`config.mk`:
```
export PLATFORM = sky130hd
export DESIGN_NAME = pclk_gate_ctrl
export DESIGN_NICKNAME = d
export VERILOG_FILES = /design/src/rtl/pclk_pkg.sv /design/src/rtl/pclk_regs.sv /design/src/rtl/pclk_gate.sv /design/src/rtl/pclk_div.sv /design/src/rtl/pclk_gate_ctrl.sv
export SDC_FILE = /design/constraint.sdc
export NUM_CORES = 1
export LEC_CHECK = 0
export ABC_AREA = 0
export BUFFER_PORTS_ARGS = -buffer_cell sky130_fd_sc_hd__buf_2
export CAP_MARGIN = 20
export CORE_ASPECT_RATIO = 1.4
export CORE_UTILIZATION = 54
export CTS_BUF_LIST = sky130_fd_sc_hd__clkbuf_2 sky130_fd_sc_hd__clkbuf_4 sky130_fd_sc_hd__clkbuf_8
export DETAILED_ROUTE_END_ITERATION = 10
export PLACE_DENSITY = 0.88
export SYNTH_ARGS = -nofsm -noshare
export SYNTH_HDL_FRONTEND = slang
export SYNTH_SLANG_ARGS = --single-unit
```
`constraint.sdc`:
```
create_clock -name clk -period 2.76 [get_ports clk]
set_clock_uncertainty 0.1 [all_clocks]
set_input_delay 0.138 -clock clk [delete_from_list [all_inputs] [get_ports clk]]
set_output_delay 0.138 -clock clk [all_outputs]
set_load 0.02 [all_outputs]
```
`src/rtl/pclk_pkg.sv`:
```
package pclk_pkg;
  localparam int REG_AW = 2;
  localparam logic [REG_AW-1:0] ADR_KEY  = 2'd0;
  localparam logic [REG_AW-1:0] ADR_CFG  = 2'd1;
  localparam logic [REG_AW-1:0] ADR_STAT = 2'd2;
  localparam int CFG_DIV_LSB = 0;
  localparam int CFG_SRC_LSB = 4;
  localparam int CFG_DBG_BIT = 8;
  localparam logic [15:0] UNLOCK_KEY = 16'h0096;
endpackage

```
`src/rtl/pclk_regs.sv`:
```
module pclk_regs
  import pclk_pkg::*;
#(
  parameter int DATA_W = 16,
  parameter int DIV_W  = 4,
  parameter int SRC_W  = 2,
  parameter logic [DATA_W-1:0] KEY = UNLOCK_KEY
) (
  input  logic              clk,
  input  logic              rst,
  input  logic              wr_en,
  input  logic [REG_AW-1:0] wr_addr,
  input  logic [DATA_W-1:0] wr_data,
  input  logic [REG_AW-1:0] rd_addr,
  output logic [DATA_W-1:0] rd_data,
  output logic              unlocked,
  output logic [SRC_W-1:0]  src_sel,
  output logic [DIV_W-1:0]  div_sel,
  output logic              dbg_run,
  output logic              wr_err,
  output logic              cfg_upd
);
  logic key_wr, cfg_wr, stat_wr;
  logic [DATA_W-1:0] cfg_word, rd_next;

  assign key_wr  = wr_en && (wr_addr == ADR_KEY);
  assign cfg_wr  = wr_en && (wr_addr == ADR_CFG);
  assign stat_wr = wr_en && (wr_addr == ADR_STAT);
  assign cfg_upd = cfg_wr && unlocked;

  always_ff @(posedge clk) begin
    if (rst) begin
      unlocked <= 1'b0;
    end else if (key_wr) begin
      unlocked <= (wr_data == KEY);
    end
  end

  always_ff @(posedge clk) begin
    if (rst) begin
      src_sel <= '0;
      div_sel <= '0;
      dbg_run <= 1'b0;
    end else if (cfg_upd) begin
      div_sel <= wr_data[CFG_DIV_LSB +: DIV_W];
      src_sel <= wr_data[CFG_SRC_LSB +: SRC_W];
      dbg_run <= wr_data[CFG_DBG_BIT];
    end
  end

  always_ff @(posedge clk) begin
    if (rst) begin
      wr_err <= 1'b0;
    end else if (cfg_wr && !unlocked) begin
      wr_err <= 1'b1;
    end else if (stat_wr && wr_data[0]) begin
      wr_err <= 1'b0;
    end
  end

  always_comb begin
    cfg_word = '0;
    cfg_word[CFG_DIV_LSB +: DIV_W] = div_sel;
    cfg_word[CFG_SRC_LSB +: SRC_W] = src_sel;
    cfg_word[CFG_DBG_BIT] = dbg_run;
  end

  always_comb begin
    rd_next = '0;
    case (rd_addr)
      ADR_KEY:  rd_next[0] = unlocked;
      ADR_CFG:  rd_next = cfg_word;
      ADR_STAT: rd_next[0] = wr_err;
      default:  rd_next = '0;
    endcase
  end

  always_ff @(posedge clk) begin
    if (rst) rd_data <= '0;
    else     rd_data <= rd_next;
  end
endmodule

```
`src/rtl/pclk_gate.sv`:
```
module pclk_gate #(
  parameter int N_SRC = 4,
  parameter int SRC_W = 2
) (
  input  logic [N_SRC-1:0] src_stb,
  input  logic [N_SRC-1:0] slp_ctl,
  input  logic             sleep,
  input  logic             debug,
  input  logic [SRC_W-1:0] src_sel,
  input  logic             dbg_run,
  output logic             running,
  output logic             tick
);
  logic [N_SRC-1:0] src_live;

  for (genvar g = 0; g < N_SRC; g++) begin : g_src
    assign src_live[g] = !(sleep && slp_ctl[g]);
  end

  assign running = src_live[src_sel] && !(debug && !dbg_run);
  assign tick    = running && src_stb[src_sel];
endmodule

```
`src/rtl/pclk_div.sv`:
```
module pclk_div #(
  parameter int DIV_W = 4
) (
  input  logic             clk,
  input  logic             rst,
  input  logic             clr,
  input  logic             tick,
  input  logic [DIV_W-1:0] div_sel,
  output logic             pulse
);
  localparam int CNT_W = (1 << DIV_W) - 1;

  logic [CNT_W-1:0] cnt, mask;
  logic wrap;

  assign mask = ~({CNT_W{1'b1}} << div_sel);
  assign wrap = (cnt >= mask);

  always_ff @(posedge clk) begin
    if (rst || clr) begin
      cnt   <= '0;
      pulse <= 1'b0;
    end else begin
      pulse <= tick && wrap;
      if (tick) cnt <= wrap ? '0 : cnt + 1'b1;
    end
  end
endmodule

```
`src/rtl/pclk_gate_ctrl.sv`:
```
module pclk_gate_ctrl
  import pclk_pkg::*;
#(
  parameter int N_SRC  = 4,
  parameter int DATA_W = 16,
  parameter int DIV_W  = 4,
  parameter logic [DATA_W-1:0] KEY = UNLOCK_KEY
) (
  input  logic              clk,
  input  logic              rst,
  input  logic [N_SRC-1:0]  src_stb_i,
  input  logic              sleep_i,
  input  logic              debug_i,
  input  logic [N_SRC-1:0]  slp_ctl_i,
  input  logic              filt_en_i,
  input  logic              wr_en_i,
  input  logic [REG_AW-1:0] wr_addr_i,
  input  logic [DATA_W-1:0] wr_data_i,
  input  logic [REG_AW-1:0] rd_addr_i,
  output logic [DATA_W-1:0] rd_data_o,
  output logic              clk_en_o,
  output logic              filt_run_o,
  output logic              port_in_act_o
);
  localparam int SRC_W = (N_SRC > 1) ? $clog2(N_SRC) : 1;

  logic             unlocked_w, dbg_run_w, wr_err_w, cfg_upd_w;
  logic [SRC_W-1:0] src_w;
  logic [DIV_W-1:0] div_w;
  logic             running_w, tick_w;

  pclk_regs #(.DATA_W(DATA_W), .DIV_W(DIV_W), .SRC_W(SRC_W), .KEY(KEY)) regs_i (
    .clk(clk), .rst(rst), .wr_en(wr_en_i), .wr_addr(wr_addr_i), .wr_data(wr_data_i),
    .rd_addr(rd_addr_i), .rd_data(rd_data_o), .unlocked(unlocked_w), .src_sel(src_w),
    .div_sel(div_w), .dbg_run(dbg_run_w), .wr_err(wr_err_w), .cfg_upd(cfg_upd_w)
  );

  pclk_gate #(.N_SRC(N_SRC), .SRC_W(SRC_W)) gate_i (
    .src_stb(src_stb_i), .slp_ctl(slp_ctl_i), .sleep(sleep_i), .debug(debug_i),
    .src_sel(src_w), .dbg_run(dbg_run_w), .running(running_w), .tick(tick_w)
  );

  pclk_div #(.DIV_W(DIV_W)) div_i (
    .clk(clk), .rst(rst), .clr(cfg_upd_w), .tick(tick_w), .div_sel(div_w), .pulse(clk_en_o)
  );

  always_ff @(posedge clk) begin
    if (rst) begin
      filt_run_o    <= 1'b0;
      port_in_act_o <= 1'b1;
    end else begin
      filt_run_o    <= running_w && filt_en_i;
      port_in_act_o <= running_w || !filt_en_i;
    end
  end
endmodule

```
---- Yosys cells after proc, flatten, opt, wreduce, memory -nomap -nowiden ----
Index checks and enable logic that the tools add are counted.
W data, S select, Z words.
operators by class
  add/subtract/negate cells ............... 1
  multiply operators ...................... 0
  divide/modulo/power cells ............... 0
  order comparisons ....................... 2
  equality and inequality tests ........... 5
  shift-type cells ........................ 1
  muxes and demuxes ....................... 8
  bitwise operators ....................... 2
  reduce and logical (&&, ||, !) cells .... 29
operators by type and width
  kind                     number
  $eq A16 B8 Y1 const B    1
  $add A15 B1 Y15 const B  1
  $ge A15 B15 Y1           1
  $logic_and A1 B1 Y1      15
  $mux W15                 1
  $not A15 Y15             1
  $shl A15 B4 Y15 const A  1
  $logic_not A1 Y1         8
  $bmux W1 S2              2
  $eq A2 B1 Y1 const B     2
  $eq A2 B2 Y1 const B     2
  $logic_not A2 Y1         2
  $mux W1                  4
  $lt A2 B3 Y1 const B     1
  $pmux W1 S3              1
  $logic_or A1 B1 Y1       2
  $reduce_bool A2 Y1       1
  $reduce_or A2 Y1         1
  $not A1 Y1               1
word-level totals
  flip-flop bits (word level) ............. 43
  bits in latches ......................... 0
  bits in writable memories ............... 0
  ROM bits ................................ 0
  output and inout port bits .............. 19
  memories ................................ 0

---- Logic depth before layout (Yosys ltp) ----
Gate-level depths: netlist of run 1.
  word-level depth ........................ 7
  depth in mapped cells ................... 12

---- Cells and area by module ----
From an unflattened synthesis of run 1, not the netlist that was laid out.
second synthesis, totals
  cell total of the unflattened synthesis .. 226
  area, all modules ....................... 2,090.8 um2
modules (own cells, without submodules)
  module          instances  cells each  area an instance (um2)
  pclk_div        1          139         1,268.7
  pclk_regs       1          74          665.6
  pclk_gate       1          9           97.6
  pclk_gate_ctrl  1          4           58.8

---- Worst setup path before layout of run 1 ----
OpenSTA, ideal clock, no wires.
  path type ............................... register to register
  start ................................... register regs_i.div_sel[0]
  end ..................................... register div_i.cnt[10]
  setup time .............................. 117 ps
  data arrival time ....................... 1,995 ps
  setup slack ............................. 547 ps
  stages on the path, launching flop included .. 11
  path buffers ............................ 2
  period minus slack after synthesis ...... 2,213 ps
  path through ............................ dfxtp_1 clkbuf_1 nor2_1 or2_2 ha_1 nand4_1 a21oi_1 nor4_1 a22oi_2 buf_2 nor2_1
between the ends
  cells in the longest elaborated chain, start to end .. 4
RTL lines
  element                 line             source
  start, declared         pclk_regs.sv:18  output logic [DIV_W-1:0] div_sel,
  start signal, assigned  pclk_regs.sv:45  div_sel <= wr_data[CFG_DIV_LSB +: DIV_W];
  $shl A15 B4 Y15         pclk_div.sv:16   assign mask = ~({CNT_W{1'b1}} << div_sel);
  $not A15 Y15            pclk_div.sv:16
  $ge A15 B15 Y1          pclk_div.sv:17   assign wrap = (cnt >= mask);
  $mux W15                pclk_div.sv:25   if (tick) cnt <= wrap ? '0 : cnt + 1'b1;
  end signal, assigned    pclk_div.sv:25
  end, declared           pclk_div.sv:13   logic [CNT_W-1:0] cnt, mask;
No other way between the ends.
A chain may end at the register's enable or synchronous reset.

---- Worst setup path after layout of run 1 ----
  start ................................... register regs_i.div_sel[2]
  end ..................................... register div_i.cnt[11]
The elaborated chain is that of the path after synthesis.

==> out/metrics.csv, run 1 <==
metric,value,unit
"most common cell after layout, fill and taps aside",buf_2,
Sink Count,34,
largest cells by area after synthesis,"dfxtp_1 35%, ha_1 10%, xnor2_1 6.3%",
Die W,52.78,um
Final Hold Fails,0,
Post-DRT Antenna Nets,0,
clk slew on worst S/H paths,70,ps
Setup TNS Final,0,ps
maximum VDD drop,444.3,uV
DRC viols,0,
RSZ-0062 raised after global routing,false,
power share of the clock group,44.2,%
Max Slew Vio Count,0,
FP Rows,25,
vias per cell,5.477,
GRT Total Usage,24.54,%
DP Area,2142,sq um
net switching power,0.0002397,W
Pwr Density,447.3,nW/um^2
worst rel slew slack,56.56,%
R2R Path Start,regs_i.div_sel[2]$_SDFFE_PP0P_,
crit path launch,regs_i.div_sel[2]$_SDFFE_PP0P_,
CTS buffer count,5,
register-to-register setup slack,310,ps
# diodes,0,
worst skew pair latency,290,ps
H-Tree Depth,2,
worst-path fanout max,14,
Max Cap Viol,0,
share of layout cells above drive strength 1,21.71,%
Slew @ Worst Pin,650.2,ps
Synth top area share,34.92,%
footprint of the multi-input gates,1144,sq um
post-route minimum period,2447,ps
maximum root-to-sink buffer count,2,
HP Class,in -> reg,
WP data arrival,2530,ps
Synth Register Bits,34,
largest net degree at the start of global routing,19,
"Cell Area, Synth",1949,sq um
Hold Path Depth,3,
final wirelength,4.242,mm
routability cong.,0.8533,
most frequent cells in the layout,"43 x buf_2, 34 x dfxtp_1, 28 x nor2_1",
Area Overhead vs Synth,19.32,%
initial antenna violation count,0,
design area,2326,sq um
HPWL Detailed,3.033,mm
critical path required time,2840,ps
"Async S/R FF share, synth",0,%
first-pass GRT wire length,6.927,mm
"Seq/Total Area, Yosys",34.92,%
Detailed Routing Iterations Pass 1,5,
combinational power share,8.1,%
Final setup viols,0,
"Top FF cell, synth",dfxtp_1,
vias,1758,
DP Worst Slack,389.5,ps
Syn Area/Cell,8.439,sq um
fill count,260,
Setup WS post-layout,313.2,ps
leading area contributor after synthesis,dfxtp_1,
DR iter-0 viols,55,
number of synthesized flops with an enable pin,0,
WL/cell,13.21,um
Top Ports,53,
Netlist cell types,41,
Switching Fraction,23.04,%
critical path class,reg -> reg,
P_int,0.0008006,W
Reg area,680.7,sq um
Setup crit start kind,register,
hold path startpoint,wr_data_i[8],
sequential power share,47.6,%
I/O Buffers,43,
CP endpoint kind,register,
fin nets,330,
worst reg2reg path depth,9,
Post-CTS Setup Inserts,0,
Die ar.,3858,sq um
core area,3410,sq um
warnings from Yosys,0,
Clock Tree Root,clkbuf_8,
cts repair resizes,0,
run status,"finished, final reports clean",
Max Freq,408.7,MHz
total grt overflow,0,
period utilization,88.65,%
Lkg Pwr,0.9317,nW
Mapped Cells,231,
CTS tree,yes,
number of global-route vias before repair,1631,
Initial Utilization,57.17,%
Die Y-Extent,73.09,um
-- final timing paths --
check,to
setup reg to reg,div_i.cnt[11]$_SDFFE_PP0P_
hold / removal,regs_i.dbg_run$_SDFFE_PP0P_
hold reg to reg,regs_i.dbg_run$_SDFFE_PP0P_
setup / recovery,div_i.cnt[11]$_SDFFE_PP0P_
-- final cells by class --
cell class / instances / share of cell area, %
tap: 40 / 2.152
clock buffer: 5 / 2.959
timing repair buffer: 52 / 12.91
inverter: 10 / 1.614
sequential: 34 / 29.26
multi-input combinational: 177 / 49.17
clock inverter: 3 / 1.937
-- state kept, by name (all words and copies together) (netlist names) --
register,count
div_i.cnt,15
div_i.pulse,1
filt_run_o,1
port_in_act_o,1
regs_i.dbg_run,1
regs_i.div_sel,4
regs_i.rd_data,7
regs_i.src_sel,2
regs_i.unlocked,1
regs_i.wr_err,1
-- worst max-delay path: stages, from the launching register on --
cell and delay (ps):
dfxtp_1 540, nand2_1 130, or2_2 300, ha_1 300, a21oi_1 60, o21ai_0 350
nor4_1 110, a22oi_2 160, buf_4 220, nor2_1 70
-- synth_stat cells (3+ instances only) --
master    number
nor3_1         5
nand2_1       26
inv_1         10
dfxtp_1       34
nor2_1        28
xnor2_1       14
a211oi_1       3
clkbuf_1       6
nand4_1        4
a21oi_1       14
a31oi_1        3
nand3_1        8
and2_1         6
nor3b_1        4
o21ai_0        4
buf_4          9
ha_1          16
nor4_1         8
-- metal layers --
| metal | vias up | wire (um) | track usage, % |
|---|---|---|---|
| li1 | 883 | - | - |
| met1 | 793 | 1611 | 24.97 |
| met2 | 70 | 2316 | 44.30 |
| met3 | 12 | 219 | 6.875 |
| met4 | 0 | 94 | 11.99 |
| met5 | - | 0 | 0 |
-- logic make-up after synthesis --
| kind of cell | after synthesis | share of synthesized area [%] |
|---|---|---|
| compound gates | 32 | 10.40 |
| fa+ha+maj | 16 | 10.27 |
| flops | 34 | 34.92 |
| mux | 3 | 2.824 |
| other cells | 1 | 0.1924 |
| xor+xnor | 14 | 6.290 |
| buf+inv | 28 | 7.958 |
| simple gates | 103 | 27.15 |
-- stage by stage --
step                      power (W)  hold slack (ps)  util, %  std cells
after floorplan           0.0005602            113.8        -        239
after global placement    0.0005807            236.0    62.83        306
after detailed placement  0.0005818            244.4    62.83        306
after CTS                  0.001041            4.625    68.22        321
after global routing       0.001069            16.88    68.22        321
final                      0.001040            5.132    68.22        321
-- power by group through the flow --
stage          clock network [W]  registers [W]  logic (W)
6_report                0.000460       0.000495  0.0000847
4_1_cts                 0.000463       0.000495  0.0000831
3_3_place_gp                   0       0.000507  0.0000741
5_1_grt                 0.000481       0.000496  0.0000923
3_5_place_dp                   0       0.000507  0.0000752
2_1_floorplan                  0       0.000509  0.0000511
-- timing repair --
item / in CTS / in global routing
hold buffers: 7 / 0
setup endpoints to repair: 0 / 0
hold endpoints to repair: 7 / 0
(Power assumes the default switching activity.)
==> inputs of run 2 (changes only) <==
--- a/config.mk
+++ b/config.mk
@@ -13,6 +13,7 @@
 export CTS_BUF_LIST = sky130_fd_sc_hd__clkbuf_2 sky130_fd_sc_hd__clkbuf_4 sky130_fd_sc_hd__clkbuf_8
 export DETAILED_ROUTE_END_ITERATION = 10
 export PLACE_DENSITY = 0.88
+export RECOVER_POWER = 50
 export SYNTH_ARGS = -nofsm -noshare
 export SYNTH_HDL_FRONTEND = slang
 export SYNTH_SLANG_ARGS = --single-unit
==> run 2 against run 1 <==
- wire length is essentially flat
- largest power group unchanged
- total power is essentially flat
- clock-buffer cell count is the same
- clock power is essentially flat
- first-iteration DRC count shrank 11%
- design area shrank 0.65%
- final cell count is the same
- critical path type unchanged
- largest cell class unchanged
- sequential cell count is the same
==> out/metrics.csv, run 2 (synthesized netlist as in run 1, its figures left out) <==
metric,value,unit
run status,"finished, final reports clean",
Final Core Density,67.78,%
"critical path, cell by cell",nand2_1 -> or2_2 -> ha_1 -> a21oi_1 -> o21ai_0 -> nor4_1 -> a22oi_2 -> buf_4 -> nor2_1,
RSZ-0062 raised after global routing,false,
largest net degree at the start of global routing,19,
WP data arrival,2540,ps
DRC viols,0,
maximum root-to-sink buffer count,2,
register-to-register setup slack,300,ps
worst reg2reg path depth,9,
worst rel slew slack,55.94,%
HPWL Detailed,3.033,mm
Max Freq,406.8,MHz
Final Hold Fails,0,
"Most flops, register",div_i.cnt,
critical path required time,2840,ps
DP Worst Slack,389.5,ps
initial antenna violation count,0,
Sink Count,34,
# diodes,0,
CP endpoint kind,register,
Setup WS post-layout,302.0,ps
DR iter-0 viols,49,
max incr delay on CP,540,ps
WL/cell,13.21,um
post-route minimum period,2458,ps
Slew @ Worst Pin,659.4,ps
FP Rows,25,
worst-path fanout max,14,
clk slew on worst S/H paths,70,ps
first-pass GRT wire length,6.927,mm
GRT Total Usage,24.54,%
Die Y-Extent,73.09,um
vias,1765,
Detailed Routing Iterations Pass 1,5,
Top Ports,53,
final wirelength,4.240,mm
Initial Utilization,57.17,%
share of layout cells above drive strength 1,17.44,%
Max Slew Vio Count,0,
routability cong.,0.8533,
Hold Slack,3.155,ps
I/O Buffers,43,
hold path startpoint,wr_data_i[8],
number of global-route vias before repair,1631,
HP Class,in -> reg,
critical path class,reg -> reg,
core area,3410,sq um
Final setup viols,0,
fin nets,330,
Lkg Pwr,0.8803,nW
Max Cap Viol,0,
Die W,52.78,um
Setup TNS Final,0,ps
Hold Path Depth,3,
total grt overflow,0,
design area,2311,sq um
CTS tree,yes,
Post-DRT Antenna Nets,0,
vias per cell,5.498,
DP Area,2142,sq um
Largest regs,"div_i.cnt (15), regs_i.rd_data (7), regs_i.div_sel (4)",
"most common cell after layout, fill and taps aside",dfxtp_1,
worst skew pair latency,290,ps
Clock Tree Root,clkbuf_8,
capturing point of the worst reg2reg path,div_i.cnt[11]$_SDFFE_PP0P_,
R2R Path Start,regs_i.div_sel[2]$_SDFFE_PP0P_,
Area Overhead vs Synth,18.55,%
Die ar.,3858,sq um
CTS buffer count,5,
crit path max-delay cell type,dfxtp_1,
Setup crit start kind,register,
most frequent cells in the layout,"34 x dfxtp_1, 31 x buf_2, 28 x nor2_1",
Hold EP,regs_i.dbg_run$_SDFFE_PP0P_,
Pwr Density,449.9,nW/um^2
period utilization,89.06,%
maximum VDD drop,442.5,uV
number of flip-flops under the largest register name,15,
H-Tree Depth,2,
==> run 2: worst max path at each step <==
stage                              startpoint                         end  slack [ps]  cells past startpoint
2_1_floorplan  regs_i.div_sel[0]$_SDFFE_PP0P_  div_i.cnt[10]$_SDFFE_PP0P_         550                     10
3_3_place_gp   regs_i.div_sel[2]$_SDFFE_PP0P_  div_i.cnt[10]$_SDFFE_PP0P_         410                      9
3_5_place_dp   regs_i.div_sel[2]$_SDFFE_PP0P_  div_i.cnt[11]$_SDFFE_PP0P_         390                      9
4_1_cts        regs_i.div_sel[2]$_SDFFE_PP0P_  div_i.cnt[11]$_SDFFE_PP0P_         350                      9
5_1_grt        regs_i.div_sel[2]$_SDFFE_PP0P_  div_i.cnt[11]$_SDFFE_PP0P_         160                      9
6_report       regs_i.div_sel[2]$_SDFFE_PP0P_  div_i.cnt[11]$_SDFFE_PP0P_         300                      9
==> run 2: area by class of cell <==
cell class	instances	area, sq um
clock buffers	5	68.82
clock inverters	3	45.04
fillers	267	1099
inverters	10	37.54
multi-input cells	177	1144
flip-flops and latches	34	680.7
well taps	40	50.05
repair buffers	52	285.3
==> run 2: repair_timing <==
action,CTS,global route
hold endpoints to repair,7,0
hold buffers,7,0
resized for setup,0,0
buffers inserted,0,0
==> run 2: stage by stage <==
stage / std cells / power [W]
floorplan: 239 / 0.0005602
global placement: 306 / 0.0005807
detailed placement: 306 / 0.0005818
CTS: 321 / 0.001041
global route: 321 / 0.001069
finish: 321 / 0.001040
==> run 2: routing by layer <==
metal | track usage (%) | routed length (um) | vias up | share of wire, %
li1 | - | - | 885 | -
met1 | 24.97 | 1608 | 793 | 38
met2 | 44.30 | 2284 | 71 | 54
met3 | 6.875 | 231 | 16 | 5.4
met4 | 11.99 | 116 | 0 | 2.7
met5 | 0 | 0 | - | 0
==> run 2: worst max-delay path, delay by kind of cell, from the launching register on <==
kind	cells	cell delay (ps)
AO/OA/AOI/OAI	3	590
adder cells (fa/ha/maj)	1	300
buffers and inverters	1	220
flip-flops	1	540
AND/OR/NAND/NOR	4	590
==> run 2: report_power, final <==
part / leakage, nW / internal (W) / switching, W
logic: 0.556 / 0.0000374 / 0.0000463
registers: 0.274 / 0.000494 / 0.00000153
clock network: 0.0504 / 0.000268 / 0.000192
total: 0.880 / 0.000800 / 0.000240
